`src/rtl/nibcell_pkg.sv`:
```
package nibcell_pkg;
    typedef enum logic [1:0] {
        ST_IDLE = 2'd0,
        ST_HI   = 2'd1,
        ST_LO   = 2'd2
    } frm_state_t;

    localparam int CELL_BYTES_DEF = 53;
    localparam int NIB_W          = 4;
    localparam int BYTE_W         = 2 * NIB_W;
endpackage

```
`src/rtl/nibcell_frm.sv`:
```
module nibcell_frm
    import nibcell_pkg::*;
#(
    parameter int CELL_BYTES = CELL_BYTES_DEF
) (
    input  logic              clk,
    input  logic              rst_n,
    input  logic              xfer,
    input  logic              sc,
    input  logic [NIB_W-1:0]  nib,
    output logic              wr_vld,
    output logic [BYTE_W-1:0] wr_byte,
    output logic              wr_first,
    output logic              commit,
    output logic              abort,
    output logic              err_flag
);
    localparam int IW = $clog2(CELL_BYTES);

    frm_state_t       state, nxt_state;
    logic [IW-1:0]    byte_idx, nxt_idx;
    logic [NIB_W-1:0] hi_nib, nxt_hi;
    logic             last;

    assign last = (byte_idx == IW'(CELL_BYTES - 1));

    // next-state decode
    always_comb begin
        nxt_state = state;
        nxt_idx   = byte_idx;
        nxt_hi    = hi_nib;
        if (xfer) begin
            unique case (state)
                ST_IDLE: begin
                    if (sc) begin
                        nxt_state = ST_HI;
                        nxt_idx   = '0;
                    end
                end
                ST_HI: begin
                    if (sc) begin
                        nxt_idx = '0;
                    end else begin
                        nxt_hi    = nib;
                        nxt_state = ST_LO;
                    end
                end
                ST_LO: begin
                    if (last) begin
                        nxt_idx   = '0;
                        nxt_state = sc ? ST_HI : ST_IDLE;
                    end else if (sc) begin
                        nxt_idx   = '0;
                        nxt_state = ST_HI;
                    end else begin
                        nxt_idx   = byte_idx + 1'b1;
                        nxt_state = ST_HI;
                    end
                end
                default: nxt_state = ST_IDLE;
            endcase
        end
    end

    // state register
    always_ff @(posedge clk) begin
        if (!rst_n) begin
            state    <= ST_IDLE;
            byte_idx <= '0;
            hi_nib   <= '0;
            err_flag <= 1'b0;
        end else begin
            state    <= nxt_state;
            byte_idx <= nxt_idx;
            hi_nib   <= nxt_hi;
            if (abort) err_flag <= 1'b1;
        end
    end

    // outputs
    always_comb begin
        wr_vld   = 1'b0;
        commit   = 1'b0;
        abort    = 1'b0;
        wr_byte  = {hi_nib, nib};
        wr_first = (byte_idx == '0);
        if (xfer) begin
            unique case (state)
                ST_IDLE: ;
                ST_HI: abort = sc && (byte_idx != '0);
                ST_LO: begin
                    wr_vld = !sc || last;
                    commit = last;
                    abort  = sc && !last;
                end
                default: ;
            endcase
        end
    end
endmodule

```
`src/rtl/nibcell_buf.sv`:
```
module nibcell_buf
    import nibcell_pkg::*;
#(
    parameter int DEPTH = 128
) (
    input  logic              clk,
    input  logic              rst_n,
    input  logic              wr_vld,
    input  logic [BYTE_W-1:0] wr_byte,
    input  logic              wr_first,
    input  logic              commit,
    input  logic              abort,
    input  logic              rd_en,
    output logic [BYTE_W-1:0] rd_byte,
    output logic              rd_first,
    output logic              avail,
    output logic              room,
    output logic [$clog2(DEPTH):0] occ
);
    localparam int AW = $clog2(DEPTH);
    localparam int PW = AW + 1;

    logic [BYTE_W:0] mem [DEPTH];
    logic [PW-1:0]   wr_ptr, cm_ptr, rd_ptr;
    logic            pop;

    assign pop   = rd_en && avail;
    assign occ   = wr_ptr - rd_ptr;
    assign room  = (occ != PW'(DEPTH));
    assign avail = (cm_ptr != rd_ptr);
    assign {rd_first, rd_byte} = mem[rd_ptr[AW-1:0]];

    always_ff @(posedge clk) begin
        if (wr_vld) mem[wr_ptr[AW-1:0]] <= {wr_first, wr_byte};
    end

    always_ff @(posedge clk) begin
        if (!rst_n) begin
            wr_ptr <= '0;
            cm_ptr <= '0;
            rd_ptr <= '0;
        end else begin
            if (abort)       wr_ptr <= cm_ptr;
            else if (wr_vld) wr_ptr <= wr_ptr + 1'b1;
            if (commit)      cm_ptr <= wr_ptr + 1'b1;
            if (pop)         rd_ptr <= rd_ptr + 1'b1;
        end
    end
endmodule

```
`src/rtl/nibble_cell_rx.sv`:
```
module nibble_cell_rx
    import nibcell_pkg::*;
#(
    parameter int CELL_BYTES = CELL_BYTES_DEF,
    parameter int DEPTH      = 128
) (
    input  logic             clk,
    input  logic             rst_n,
    input  logic             cell_sc,
    input  logic [NIB_W-1:0] cell_nib,
    output logic             xfer_en,
    input  logic             rd_en,
    output logic [7:0]       rd_byte,
    output logic             rd_first,
    output logic             cell_avail,
    output logic             err_abort
);
    localparam int PW = $clog2(DEPTH) + 1;

    logic              wr_vld, wr_first, commit, abort_p;
    logic [BYTE_W-1:0] wr_byte;
    logic [PW-1:0]     occ;

    nibcell_frm #(.CELL_BYTES(CELL_BYTES)) u_frm (
        .clk      (clk),
        .rst_n    (rst_n),
        .xfer     (xfer_en),
        .sc       (cell_sc),
        .nib      (cell_nib),
        .wr_vld   (wr_vld),
        .wr_byte  (wr_byte),
        .wr_first (wr_first),
        .commit   (commit),
        .abort    (abort_p),
        .err_flag (err_abort)
    );

    nibcell_buf #(.DEPTH(DEPTH)) u_buf (
        .clk      (clk),
        .rst_n    (rst_n),
        .wr_vld   (wr_vld),
        .wr_byte  (wr_byte),
        .wr_first (wr_first),
        .commit   (commit),
        .abort    (abort_p),
        .rd_en    (rd_en),
        .rd_byte  (rd_byte),
        .rd_first (rd_first),
        .avail    (cell_avail),
        .room     (xfer_en),
        .occ      (occ)
    );
endmodule

```
`config.mk`:
```
export PLATFORM = sky130hd
export DESIGN_NAME = nibble_cell_rx
export DESIGN_NICKNAME = d
export VERILOG_FILES = /design/src/rtl/nibcell_pkg.sv /design/src/rtl/nibcell_frm.sv /design/src/rtl/nibcell_buf.sv /design/src/rtl/nibble_cell_rx.sv
export SDC_FILE = /design/constraint.sdc
export NUM_CORES = 1
export LEC_CHECK = 0
export BUFFER_PORTS_ARGS = -buffer_cell sky130_fd_sc_hd__buf_4
export CORE_ASPECT_RATIO = 1.1
export CORE_MARGIN = 2
export CORE_UTILIZATION = 30
export CTS_CLUSTER_SIZE = 25
export DETAILED_ROUTE_END_ITERATION = 10
export GPL_TIMING_DRIVEN = 0
export SYNTH_ARGS = -nofsm -noshare
export SYNTH_HDL_FRONTEND = slang
export SYNTH_SLANG_ARGS = --single-unit
```
`constraint.sdc`:
```
create_clock -name clk -period 11.6 [get_ports clk]
set_input_delay 1.16 -clock clk [delete_from_list [all_inputs] [get_ports clk]]
set_output_delay 1.16 -clock clk [all_outputs]
set_load 0.005 [all_outputs]
```
* Word-level counts from Yosys, hierarchy flattened
Memories as Yosys holds them, arrays and structs flattened. A register that Yosys moved wholly into a read port is not among the register bits.
Cells that the tools add are included.
** Storage, ports and cells
- Flip-flop bits (word level) :: 37
- Memory bits (writable) :: 1152
- Input port bits :: 8
- Output and inout bits :: 12
- Logic and storage cells :: 57
- Memories :: 1
** Memory list
- u_buf.mem :: words 128, bits a word 9, read ports 1, clocked after memory_dff 1, wr ports 1, RTL line nibcell_buf.sv:23 : logic [BYTE_W:0] mem [DEPTH];
** Cells by class
- $add $sub $neg :: 4
- Eq/ne operators :: 8
- Muxes and demuxes :: 21
- Bitwise gates (word level) :: 1
- Reduce and logical (&&, ||, !) cells :: 15
** Operators with widths (count)
- $mux 6 :: 3
- $add 8x1->8 const B :: 2
- $mux 8 :: 2
- $mux 7 :: 2
- $pmux 6 s2 :: 1
- $reduce_and 3->1 :: 3
- $mux 1 :: 8
- $ne 8x8->1 :: 1
- $ne 8x8->1 const B :: 1
- $sub 8x8->8 :: 1
- $add 6x1->6 const B :: 1
- $eq 6x6->1 const B :: 1
- $logic_not 6->1 :: 1
- $mux 2 :: 3
- $pmux 2 s3 :: 1
- $reduce_bool 6->1 :: 1
- $ne 2x2->1 const B :: 2
- $reduce_bool 2->1 :: 2
- $logic_and 1x1->1 :: 3
- $eq 2x1->1 const B :: 1
- $eq 2x2->1 const B :: 1
- $logic_not 1->1 :: 2
- $logic_not 2->1 :: 1
- $ne 2x1->1 const B :: 1
- 4 further kinds :: 4

* Logic depth before layout (Yosys ltp)
- Depth in word-level cells :: 6
- Depth in mapped cells :: 11
- Mapped depth without buffers :: 9

* Modules after synthesis
Synthesis repeated with hierarchy kept, for this count alone.
** Unflattened totals
- Cells, all modules :: 2401
- Area, all modules :: 46956.3 um2
** By module, submodules not included
- nibcell_buf :: times used 1, cells each 2305, area an instance 46148.0 um2, seq. area each 35213.8 um2
- nibcell_frm :: times used 1, cells each 96, area an instance 808.3 um2, seq. area each 260.2 um2

* Least setup slack after synthesis
No wires, ideal clock.
- Path kind :: flip-flop to flip-flop
- Start point :: register u_frm.byte_idx[0]
- End point :: memory u_buf.mem[0][8] in the netlist's numbering, data pin
- Library setup time :: 1.513 ns
- Arrival :: 7.323 ns
- Data required time :: 10.087 ns
- Setup slack :: 2.764 ns
- Stages on the path, launching flop included :: 5
- Buffers on the path :: 0
- Period minus slack after synthesis :: 8.836 ns
- Cell sequence :: dfxtp_1 -> inv_1 -> ha_1 -> nand2b_1 -> nor4_1
** Between the ends
- Word-level cells in the longest chain between the ends :: 1
** RTL lines
- start, declared :: RTL line nibcell_frm.sv:21 : logic [IW-1:0] byte_idx, nxt_idx;
- start signal, assigned :: RTL line nibcell_frm.sv:74 : byte_idx <= nxt_idx;
- $logic_not 6->1 :: RTL line nibcell_frm.sv:86 : wr_first = (byte_idx == '0);
- net u_buf.wr_first :: RTL line nibcell_buf.sv:10 : input logic wr_first,
- end, declared :: RTL line nibcell_buf.sv:23
The timed path passes the listed nets, and every way through them passes these cells.

==> metrics.txt <==
layout cells sized above 1=23.2%; Reg clk slew, reported paths=0.06 ns; area leader, netlist=edfxtp_1; # hold bufs at CTS=0; Core Footprint=0.156 mm^2; worst skew pair latency=0.73 ns; #FFs+latches synth=1196; Die Width=381 um; leading cell type in the layout, fill and taps excluded=edfxtp_1; Placed Area=0.0504 mm^2; P_int=6.87 mW; Crit path required time=10.44 ns; RSZ-0062 raised after global routing=false; Ports=20; Yosys warning count=0; WL final=119000 um; P_leak=15.6 nW; Layout area overhead=15.1%; post-route ant nets=0; Worst setup EP type=primary output; Die Ht=419 um; Fin Hold WS=0.488 ns; initial antenna violation count=2; top post-synthesis cells by area=edfxtp_1, mux4_2, dfxtp_1, a22oi_1, mux2i_1; share of the synthesized area in the top cell type=73.6%; Fin. Hold Viols=0; Switch Pwr=1.74 mW; fin crit period=7.12 ns; Compound-Gate Fraction of Synth Area=3.87%; syn_area_per_cell=20.1 um^2; post-route cell area=0.0541 mm^2; DP Wirelength=77600 um; Final Cycle Share=61.3%; Setup Crit Path Kind=flip-flop to primary output; Reg power frac=55.7%; Main synth FF type=edfxtp_1; most frequent cells in the layout=edfxtp_1, mux4_2, nor2_1; clk buf depth=3; xor-xnor portion of the synthesized cell area=0.445%; die area=0.160 mm^2; Max-Slew Margin vs Limit=-3.73%; Setup Buffers After CTS=0; Post-CTS Resized=0; All-Layer GR Usage=14.6%; first drt pass iteration count=6; RePlAce Congestion=0.869; CP Max Fanout=10; largest family of logic cells by synthesized area=multiplexers; clock group share of total power=42.8%; EDFF count, synth=1152; First DRT Iteration DRCs=2568; startpoint types=flip-flop; MaxCap Viol Count=2; Post-Synth Simple-Gate Area=3.40%; vias per cell=5.09; H-tree depth=3; Via Count=23900; Syn Nets=2361; status=finished with violations; Peak supply drop=136 uV; maximum number of pins on one net before global-route repair=130; critical path arrival=5.96 ns; final max-slew violation count=4; TritonCTS clock tree=done; # port buffers=19; endpoints failing setup=0; Initial Utilization=30.2%; sequential fraction of the synthesis area=75.5%; vias in the first global route=23900; clk_skew=0.0340 ns; Distinct cells, synth=57; Post-Synthesis Cells=2338; routed length per instance=25.3 um; pwr/cell area=159 mW/mm^2; Core Rows=152; async set-reset flop share out of synthesis=0%; Final #Nets=2539; post-synthesis adder-cell area fraction=0.399%; mux share of post-synthesis cell area=14.9%; Remaining DRCs=0; root buf cell=clkbuf_16; clk sinks=1196; grt ovf=0; switching share of total power=20.3%; Max Clk Rate=0.141 GHz; first-pass GRT wire length=170000 um; Tightest Hold Check Type=flip-flop to flip-flop; failing checks=capacitance limit, slew limit; Mapped Area=0.0470 mm^2; share of total power in combinational logic=1.5%; fillcell total=14500; Register Area=0.0355 mm^2; worst slew pin tran=1.54 ns; CTS buffer count=113; multi-input logic area=0.0109 mm^2
[sequential cells by signal, indices dropped and copies added (netlist names), named ones only]
| register | count |
|---|---|
| u_buf.mem | 1152 |
| u_frm.byte_idx | 6 |
| u_buf.wr_ptr | 8 |
| u_frm.hi_nib | 4 |
| u_buf.cm_ptr | 8 |
| u_frm.state | 2 |
| u_frm.err_flag | 1 |
| u_buf.rd_ptr | 8 |
[Yosys cell counts, drive strengths merged (3+ instances only)]
| cell type | number |
|---|---|
| nand2 | 80 |
| nand3b | 9 |
| nor4 | 27 |
| o2111ai | 3 |
| a211oi | 3 |
| or2 | 3 |
| mux2i | 50 |
| o221ai | 9 |
| a22oi | 104 |
| o32ai | 12 |
| nor3 | 13 |
| nor2 | 129 |
| xor2 | 10 |
| dfxtp | 44 |
| nor2b | 11 |
| ha | 15 |
| clkbuf | 70 |
| a21oi | 64 |
| and2 | 8 |
| a21o | 4 |
| nand4 | 8 |
| o21ai | 37 |
| xnor2 | 13 |
| a211o | 3 |
| edfxtp | 1152 |
| or3 | 7 |
| and3 | 4 |
| buf | 70 |
| a221oi | 9 |
| nand2b | 6 |
| inv | 23 |
| nand3 | 30 |
| mux4 | 288 |
[path summary, 6_finish.rpt]
kind	from	endpoint	slack [ns]	cells after the start
hold / removal	u_frm.err_flag$_SDFFE_PN0P_	u_frm.err_flag$_SDFFE_PN0P_	0.49	2
hold reg to reg	u_frm.err_flag$_SDFFE_PN0P_	u_frm.err_flag$_SDFFE_PN0P_	0.49	2
setup reg to reg	u_buf.wr_ptr[1]$_SDFFE_PN0P_	u_buf.mem[71][2]$_DFFE_PP_	7.38	9
setup / recovery	flip-flop	rd_byte[2]	4.48	9
[final cells by class]
class                           count  share of cell area [%]
Clock buffer                      138                    5.52
Inverter                           23                   0.160
Clock inverter                     72                    1.25
Sequential cell                  1196                    65.6
Tap cell                         2079                    4.81
Buffer                            140                    1.18
Timing Repair Buffer               63                    1.23
Multi-Input combinational cell    979                    20.2
Antenna cell                        1                 0.00463
[per-layer routing]
| layer | GRT usage, % | wire length (um) | share of wire [%] | vias up |
|---|---|---|---|---|
| met5 | 0 | 0 | 0 | - |
| li1 | - | - | - | 10100 |
| met4 | 5.56 | 3770 | 3.2 | 0 |
| met1 | 19.5 | 48600 | 41 | 12700 |
| met3 | 2.00 | 7970 | 6.7 | 167 |
| met2 | 24.3 | 58400 | 49 | 952 |
[cells by family after synthesis]
kind of cell	after synthesis
buffers and inverters	163
adder cells (fa/ha/maj)	15
AO/OA/AOI/OAI	262
AND/OR/NAND/NOR	341
XOR/XNOR	23
multiplexers	338
flip-flops	1196
[power by group through the flow]
stage / Clock (mW) / Combinational (mW) / Sequential [mW]
2_1_floorplan: 0 / 0.0299 / 4.89
3_3_place_gp: 0 / 0.0768 / 4.94
3_5_place_dp: 0 / 0.127 / 4.89
4_1_cts: 3.74 / 0.127 / 4.80
5_1_grt: 3.90 / 0.139 / 4.79
6_report: 3.69 / 0.128 / 4.79
[worst max-delay path: stages, from the launching register on]
cell      delay (ns)
dfxtp_1         0.30
buf_2           0.36
clkbuf_1        1.02
buf_1           0.67
mux4_2          0.45
a22oi_1         0.41
a21oi_1         0.23
nor4_1          1.18
nand3_1         0.34
buf_4           0.25
[per-stage QoR]
| step | instances | util (%) | TNS [ns] | total power, mW | setup slack (ns) |
|---|---|---|---|---|---|
| 3_5_place_dp | 4478 | 32.3 | 0 | 5.02 | 5.46 |
| 5_1_grt | 4691 | 34.7 | 0 | 8.83 | 4.77 |
| 4_1_cts | 4688 | 34.7 | 0 | 8.66 | 4.68 |
| 2_1_floorplan | 2338 | - | 0 | 4.92 | 2.76 |
| 6_report | 4691 | 34.7 | 0 | 8.61 | 4.48 |
| 3_3_place_gp | 4436 | 31.9 | -779.08 | 5.01 | -6.10 |
Note: power is estimated with default switching activity, not from simulation.
